[config.mk]
export PLATFORM = sky130hd
export DESIGN_NAME = bcd_calendar
export DESIGN_NICKNAME = d
export VERILOG_FILES = /design/src/rtl/cal_pkg.sv /design/src/rtl/cal_wrap_counter.sv /design/src/rtl/cal_hour_unit.sv /design/src/rtl/cal_date_unit.sv /design/src/rtl/bcd_calendar.sv
export SDC_FILE = /design/constraint.sdc
export NUM_CORES = 1
export LEC_CHECK = 0
export BUFFER_PORTS_ARGS = -buffer_cell sky130_fd_sc_hd__clkbuf_2
export CORE_UTILIZATION = 47
export CTS_CLUSTER_DIAMETER = 150
export DETAILED_ROUTE_END_ITERATION = 7
export PLACE_DENSITY = 0.87
export SETUP_SLACK_MARGIN = 0.3
export SYNTH_ARGS = -nofsm -noshare
export SYNTH_HDL_FRONTEND = slang
export SYNTH_SLANG_ARGS = --single-unit
[constraint.sdc]
create_clock -name clk -period 2.4 [get_ports clk]
set_clock_uncertainty 0.15 [all_clocks]
set_input_delay 0.48 -clock clk [delete_from_list [all_inputs] [get_ports clk]]
set_output_delay 0.48 -clock clk [all_outputs]
set_load 0.1 [all_outputs]
[src/rtl/cal_pkg.sv]
package cal_pkg;
    localparam int REG_W    = 8;
    localparam int NUM_REGS = 8;
    localparam int SET_W    = REG_W * NUM_REGS;

    typedef logic [REG_W-1:0] creg_t;

    // Register k occupies bits [8k+7:8k]; the first field is the most significant.
    typedef struct packed {
        creg_t year;    // reg 7
        creg_t month;   // reg 6
        creg_t date;    // reg 5
        creg_t day;     // reg 4
        creg_t hour;    // reg 3
        creg_t minute;  // reg 2
        creg_t second;  // reg 1
        creg_t hund;    // reg 0
    } cal_regs_t;

    localparam logic [SET_W-1:0] FIELD_MASK = 64'hFF1F_3F37_BF7F_7FFF;
    localparam logic [SET_W-1:0] RESET_SET  = 64'h0001_0101_0000_0000;

    localparam int DAY_OSC_OFF = 5;
    localparam int DAY_RST_IGN = 4;
    localparam int HR_MODE12   = 7;
    localparam int HR_PM       = 5;

    localparam logic [2:0] DOW_FIRST = 3'd1;
    localparam logic [2:0] DOW_LAST  = 3'd7;

    function automatic creg_t bcd_inc(creg_t v);
        if (v[3:0] >= 4'd9)
            return {v[7:4] + 4'd1, 4'd0};
        else
            return {v[7:4], v[3:0] + 4'd1};
    endfunction

    function automatic logic [6:0] bcd_to_bin(creg_t v);
        return 7'(v[7:4]) * 7'd10 + 7'(v[3:0]);
    endfunction

    function automatic logic leap_year(creg_t y);
        return (bcd_to_bin(y) % 7'd4) == 7'd0;
    endfunction

    function automatic creg_t month_days(creg_t m, creg_t y);
        case (m)
            8'h02:                      return leap_year(y) ? 8'h29 : 8'h28;
            8'h04, 8'h06, 8'h09, 8'h11: return 8'h30;
            default:                    return 8'h31;
        endcase
    endfunction
endpackage

[src/rtl/cal_wrap_counter.sv]
module cal_wrap_counter
    import cal_pkg::*;
#(
    parameter creg_t LO = 8'h00,
    parameter creg_t HI = 8'h99
) (
    input  creg_t cur,
    input  logic  step,
    output creg_t nxt,
    output logic  carry
);
    assign carry = step && (cur == HI);
    assign nxt   = !step ? cur : (carry ? LO : bcd_inc(cur));
endmodule

[src/rtl/cal_hour_unit.sv]
module cal_hour_unit
    import cal_pkg::*;
(
    input  creg_t cur,
    input  logic  step,
    output creg_t nxt,
    output logic  carry
);
    logic [5:0] t;

    always_comb begin
        nxt   = cur;
        carry = 1'b0;
        t     = '0;
        if (step) begin
            if (cur[HR_MODE12]) begin
                case (cur[4:0])
                    5'h11: begin
                        nxt   = {cur[7:6], ~cur[HR_PM], 5'h12};
                        carry = cur[HR_PM];
                    end
                    5'h12: nxt = {cur[7:5], 5'h01};
                    default: begin
                        t   = 6'(bcd_inc({3'b000, cur[4:0]}));
                        nxt = {cur[7:5], t[4:0]};
                    end
                endcase
            end else if (cur[5:0] == 6'h23) begin
                nxt   = {cur[7:6], 6'h00};
                carry = 1'b1;
            end else begin
                t   = 6'(bcd_inc({2'b00, cur[5:0]}));
                nxt = {cur[7:6], t};
            end
        end
    end
endmodule

[src/rtl/cal_date_unit.sv]
module cal_date_unit
    import cal_pkg::*;
(
    input  creg_t date,
    input  creg_t month,
    input  creg_t year,
    input  creg_t day,
    input  logic  step,
    output creg_t nxt_date,
    output creg_t nxt_month,
    output creg_t nxt_year,
    output creg_t nxt_day
);
    logic       last_day;
    logic       mon_step;
    logic       yr_step;
    logic [2:0] dow_next;

    assign last_day = (date == month_days(month, year));
    assign mon_step = step && last_day;
    assign nxt_date = !step ? date : (last_day ? 8'h01 : bcd_inc(date));

    assign dow_next = (day[2:0] == DOW_LAST) ? DOW_FIRST : day[2:0] + 3'd1;
    assign nxt_day  = step ? {day[7:3], dow_next} : day;

    cal_wrap_counter #(.LO(8'h01), .HI(8'h12)) u_month (
        .cur   (month),
        .step  (mon_step),
        .nxt   (nxt_month),
        .carry (yr_step)
    );

    assign nxt_year = !yr_step ? year : ((year == 8'h99) ? 8'h00 : bcd_inc(year));
endmodule

[src/rtl/bcd_calendar.sv]
module bcd_calendar
    import cal_pkg::*;
(
    input  logic             clk,
    input  logic             rst,
    input  logic             tick,
    input  logic             load,
    input  logic [SET_W-1:0] load_data,
    input  logic             ext_rst_n,
    output logic [SET_W-1:0] regs_o,
    output logic             abort_o
);
    localparam int CHAIN = 3;
    localparam creg_t CHAIN_HI [CHAIN] = '{8'h99, 8'h59, 8'h59};

    cal_regs_t st, nx;
    logic      run;
    creg_t     ch_cur [CHAIN];
    creg_t     ch_nxt [CHAIN];
    logic      ch_step [CHAIN+1];
    creg_t     hour_nxt;
    logic      day_step;
    creg_t     date_nxt, month_nxt, year_nxt, day_nxt;

    assign run        = tick && !st.day[DAY_OSC_OFF];
    assign ch_cur[0]  = st.hund;
    assign ch_cur[1]  = st.second;
    assign ch_cur[2]  = st.minute;
    assign ch_step[0] = run;

    for (genvar gi = 0; gi < CHAIN; gi++) begin : g_chain
        cal_wrap_counter #(.LO(8'h00), .HI(CHAIN_HI[gi])) u_cnt (
            .cur   (ch_cur[gi]),
            .step  (ch_step[gi]),
            .nxt   (ch_nxt[gi]),
            .carry (ch_step[gi+1])
        );
    end

    cal_hour_unit u_hour (
        .cur   (st.hour),
        .step  (ch_step[CHAIN]),
        .nxt   (hour_nxt),
        .carry (day_step)
    );

    cal_date_unit u_date (
        .date      (st.date),
        .month     (st.month),
        .year      (st.year),
        .day       (st.day),
        .step      (day_step),
        .nxt_date  (date_nxt),
        .nxt_month (month_nxt),
        .nxt_year  (year_nxt),
        .nxt_day   (day_nxt)
    );

    always_comb begin
        nx        = st;
        nx.hund   = ch_nxt[0];
        nx.second = ch_nxt[1];
        nx.minute = ch_nxt[2];
        nx.hour   = hour_nxt;
        nx.day    = day_nxt;
        nx.date   = date_nxt;
        nx.month  = month_nxt;
        nx.year   = year_nxt;
    end

    always_ff @(posedge clk) begin
        if (rst)
            st <= cal_regs_t'(RESET_SET);
        else if (load)
            st <= cal_regs_t'(load_data & FIELD_MASK);
        else
            st <= nx;
    end

    assign regs_o  = st;
    assign abort_o = !ext_rst_n && !st.day[DAY_RST_IGN];


    idle_hold_chk: assert property (@(posedge clk) disable iff (rst)
        (!tick && !load) |=> $stable(st));


    frozen_chk: assert property (@(posedge clk) disable iff (rst)
        (st.day[DAY_OSC_OFF] && !load) |=> $stable(st));


    load_apply_chk: assert property (@(posedge clk) disable iff (rst)
        load |=> (SET_W'(st) == ($past(load_data) & FIELD_MASK)));


    sec_hold_chk: assert property (@(posedge clk) disable iff (rst)
        (!load && st.hund != 8'h99) |=> $stable(st.second));


    date_range_chk: assert property (@(posedge clk) disable iff (rst)
        !load |=> (st.date != 8'h00 && st.date <= 8'h31));
endmodule

======== Yosys cells after proc, flatten, opt, wreduce, memory -nomap -nowiden ========
Cells that the tools add are included.
storage, ports and cells
  bits of input ports ..................... 69
  output and inout bits ................... 65
  flip-flop bits (word level) ............. 60
operators by class
  multiplexer cells ....................... 33
  equality and inequality tests ........... 18
  reduce and logical (&&, ||, !) cells .... 43
  add/subtract/negate cells ............... 17
  multiply operators ...................... 1
  $lt $le $gt $ge ......................... 7
  bitwise logic cells ..................... 1
operator list
  cell                 number
  $mux 8               20
  $mux 64              1
  $add 4x1->4 const B  13
  $ge 4x4->1 const B   7
  $reduce_bool 2->1    11
  $reduce_and 2->1     10
  $reduce_bool 3->1    6
  $eq 8x3->1 const B   2
  $eq 8x5->1 const B   2
  $eq 8x7->1 const B   2
  $eq 8x8->1 const B   2
  $pmux 8 s2           1
  $mux 6               2
  $pmux 6 s2           1
  $eq 5x5->1 const B   2
  $eq 8x2->1 const B   1
  $eq 8x4->1 const B   1
  $eq 8x8->1           1
  $logic_and 1x1->1    7
  $logic_not 7->1      1
  $eq 6x6->1 const B   1
  $mux 3               2
  $mux 1               5
  $mux 5               1
  16 further kinds     18

======== Depth between registers and ports, before layout ========
  depth after elaboration ................. 11
  gate-level depth with buffers ........... 11
  depth with buffers taken out ............ 9

======== Cells and area by module ========
From an unflattened synthesis, not the netlist that was laid out.
unflattened totals
  cell total of the unflattened synthesis .. 521
  area total of the unflattened synthesis .. 4638.2 um^2
by module, submodules not included
  module                                    instances  cells an instance  sequential area each (um^2)  area an instance (um^2)
  bcd_calendar                              1          197                1281.2                       2244.7
  cal_date_unit                             1          106                0.0                          783.3
  cal_wrap_counter at g_chain[1].u_cnt ...  2          41                 0.0                          311.5
  cal_hour_unit                             1          50                 0.0                          360.3
  cal_wrap_counter at g_chain[0].u_cnt      1          45                 0.0                          317.8
  cal_wrap_counter at u_date.u_month        1          41                 0.0                          309.0

======== Worst setup path after synthesis ========
No wires, ideal clock.
  path kind ............................... reg-to-reg
  start point ............................. reg st, in the netlist regs_o[8]
  end point ............................... reg st, in the netlist regs_o[32]
  path slack .............................. -933 ps
  cell stages (with the launch flop) ...... 10
  data required time ...................... 2130 ps
  library setup time ...................... 120 ps
  period minus slack after synthesis ...... 3333 ps
  arrival time ............................ 3063 ps
  path through ............................ dfxtp_1 > ha_1 > nand4b_1 > nor3b_1 > clkbuf_1 > nand4_1 > clkbuf_1 > nor3b_1 > nor3_1 > a211o_1
between the ends
  cells in the longest elaborated chain, start to end .. 5
ends and longest elaborated chain
  what                                RTL line                source
  from (decl)                         bcd_calendar.sv:16      cal_regs_t st, nx;
  from (signal assigned)              bcd_calendar.sv:73      st <= cal_regs_t'(RESET_SET);
  from (signal assigned)              bcd_calendar.sv:75      st <= cal_regs_t'(load_data & FIELD_MASK);
  from (signal assigned)              bcd_calendar.sv:77      st <= nx;
  $eq 8x7->1                          cal_wrap_counter.sv:12  assign carry = step && (cur == HI);
  $logic_and 1x1->1 (2 in series)     cal_wrap_counter.sv:12
  $mux 1                              cal_hour_unit.sv:15     if (step) begin
  $reduce_bool 2->1 (no source line)  n/a
No other way between the ends.
A chain may end at the register's enable or synchronous reset.

======== Final worst setup path ========
  start point ............................. reg st, in the netlist regs_o[51]
  end point ............................... reg st, in the netlist regs_o[51]
between the ends
  cells in the longest elaborated chain, start to end .. 9
  elaborated cells on any way between the ends .. 18
  classes of those cells .................. 1 x add/sub; 1 x order compare; 7 x eq/ne; 5 x mux; 4 x reduce/logical
ends and longest elaborated chain
  what                                      RTL line                source
  $eq 8x3->1, or another cell as far along  cal_pkg.sv:47           case (m)
  $reduce_or 4->1                           cal_pkg.sv:47
  $pmux 8 s2                                cal_pkg.sv:47
  $eq 8x8->1                                cal_date_unit.sv:19     assign last_day = (date == month_days(month, year));
  $logic_and 1x1->1                         cal_date_unit.sv:20     assign mon_step = step && last_day;
  $logic_and 1x1->1                         cal_wrap_counter.sv:12
  $mux 8 (2 in series)                      cal_wrap_counter.sv:13  assign nxt = !step ? cur : (carry ? LO : bcd_inc(cur));
  $mux 64                                   bcd_calendar.sv:74      else if (load)
Parallel ways exist; a longest one is shown, timed or not. The select of a mux whose other input is x is not followed.

==> results.ini <==
[pwr]
finalPower_mw=3.39
powerDensity_nw_per_um2=490
max-vdd-ir-drop_mv=0.290
p_leak_nw=3.00

[die]
coreArea_um2=8810
die_area_um2=9590
std_cell_rows=34
initial_core_util=0.491
io-pin-count=134
die_h_um=97.9
die_x_um=97.9

[drt]
drc=7
vias=5689
drt_wl_total_mm=18.5
drt_first_iter_violations=395
postRouteAntennaNets=0
vias_per_cell=6.33
first_pass_iters=8
routedWlPerCell_um=20.5

[logic_synthesis]
async_reset_ff_frac=0
synthCells=563
synthesis.area_um2=4330
ys_types=71
synth_edf_count=0
synth_seq_area_share=0.278
yosys_register_bits=60
synth_flop_cell=dfxtp_1
yosysWarnings=0
avgSynthCellArea_um2=7.68

[critical_path]
start_kind=flip-flop
worstReg2RegStart=regs_o[51]
reg2reg_depth=7
path_max_fanout=7
required_ns=2.49
end_kind=flip-flop
path_class=reg2reg
cp.arrival_ns=2.84
r2r-end=regs_o[51]
ff2ff_setup_slack_ns=-0.35

[clock_tree]
root_buffer=clkbuf_8
h-tree-depth=3
cts_tree=done
cts.clk_slew.worst_paths_ns=0.08
cts_buffers=9
clockBufferDepth=2
cts_sinks=60
hold_buffers=0
clock_latency_ns=0.36

[grt]
grt_pass1_vias=5323
antenna_found_initial=0
grt_usage=0.324
grt_overflow=0
grt_pass1_wl_mm=25.1
grt_max_degree=36

[flow_run]
drv_cap=0

[run_status]
status=complete, but fails checks
violations=design-rule violations, negative setup slack

[timing]
slew_headroom=0.570
setup_ws_ns=-0.350
tightest_slew_ns=0.648
rsz0062_at_grt=true
finalCritPeriodShare=1.15
fin_crit_ns=2.75
fmax_mhz=364
hold_viol_final=0
maxSlewViolCount=0
setup_viol=27

[final_layout]
finalNonFillerCells=899
nets=894
post-route-util=0.786
largest_reg_flops=60
n_antenna_cell=0
final_layout_size_suffix_gt1_frac=0.521
final_common_cell=clkbuf_2
area_growth_pct=60.0
layout_common_cells=118 x clkbuf_2, 100 x buf_4, 66 x nor2_1, 39 x nand2_1

[worst_hold_path]
hold_class=in2reg
min_to=regs_o[40]
hold_path_startpoint=load_data[40]
whs_path_depth=2

[placed_design]
place.detailed.hpwl_mm=10.6
place_congestion=0.938
port_buffers=118
dp_cells=834

==> report_power, final <==
group	total (mW)	switching [mW]	internal (mW)
registers	1.15	0.105	1.05
clock network	1.04	0.462	0.581
logic	1.20	0.856	0.339
==> synth_stat cells, drive strengths merged (5+ instances only) <==
| master | n | area (µm²) |
|---|---|---|
| nor2 | 68 | 255 |
| dfxtp | 60 | 1200 |
| a21oi | 45 | 225 |
| nand2 | 44 | 165 |
| ha | 39 | 488 |
| inv | 35 | 131 |
| nand3 | 31 | 155 |
| o21ai | 29 | 145 |
| clkbuf | 26 | 97.6 |
| nor3 | 18 | 90.1 |
| nor4 | 10 | 81.3 |
| or3 | 9 | 56.3 |
| mux2i | 8 | 83.8 |
| nand4 | 8 | 50.1 |
| buf | 7 | 41.3 |
| nor3b | 7 | 52.6 |
| o211ai | 6 | 45.0 |
| o31a | 6 | 52.6 |
| o31ai | 6 | 45.0 |
| or4 | 6 | 48.8 |
| a211o | 5 | 43.8 |
| a32oi | 5 | 62.6 |
| nand4b | 5 | 43.8 |
| nor2b | 5 | 31.3 |
==> metal layers <==
layer	vias to the layer above	part of all wire	track usage
met5	-	0	0
met4	0	0.073	0.167
met3	141	0.094	0.0601
met2	423	0.49	0.587
met1	2619	0.34	0.360
li1	2506	-	-
==> worst max-delay path by stage <==
stage | startpoint | endpoint | slack [ns] | cells after the start
after floorplan | regs_o[50] | regs_o[60] | -0.30 | 7
after global placement | regs_o[50] | regs_o[60] | -0.20 | 7
after detailed placement | regs_o[50] | regs_o[51] | -0.26 | 7
after CTS | regs_o[51] | regs_o[51] | -0.25 | 7
after global routing | regs_o[51] | regs_o[51] | -0.42 | 7
final | regs_o[51] | regs_o[51] | -0.35 | 7
==> cell families (layout without fill, tap and decap cells) <==
| logic type | Yosys count | in the layout | synth area share |
|---|---|---|---|
| compound gates | 144 | 145 | 0.226 |
| other cells | 1 | 4 | 0.000867 |
| simple gates | 233 | 233 | 0.278 |
| mux | 11 | 11 | 0.0280 |
| xor+xnor | 7 | 7 | 0.0142 |
| fa+ha+maj | 39 | 39 | 0.113 |
| flops | 60 | 60 | 0.278 |
| buf+inv | 68 | 292 | 0.0625 |
==> critical path, cell delays in order, from the launching register on <==
cell and delay (ns):
dfxtp_4 0.34, or4_4 0.58, or4_1 0.51, o21ai_1 0.15, mux2_4 0.23, a32o_2 0.28, o22ai_2 0.10, a221o_1 0.30
==> final cells by class <==
type	instances	area [µm²]
clock buffer	9	124
clock inverter	7	91.3
fill	525	1880
inverter	35	146
multi-input combinational	439	3480
sequential	60	1340
tap	108	135
timing repair buffer	241	1600
==> metrics by stage <==
| step | hold slack [ns] | TNS [ns] | area [µm²] | setup WS, ns |
|---|---|---|---|---|
| 2_1_floorplan | 0.445 | -3.04 | 4690 | -0.295 |
| 3_3_place_gp | 0.328 | -2.16 | 5800 | -0.200 |
| 6_report | 0.194 | -6.33 | 6920 | -0.350 |
| 3_5_place_dp | 0.351 | -3.33 | 5800 | -0.259 |
| 5_1_grt | 0.189 | -8.71 | 6920 | -0.424 |
| 4_1_cts | 0.191 | -2.89 | 6370 | -0.251 |
==> what timing repair did <==
item	CTS	global route
gates cloned	0	1
pin swaps	35	44
buffers inserted	17	31
setup endpoints to repair	43	50
gates resized for setup	56	72
No activity file was read; power rests on OpenSTA's default activity.
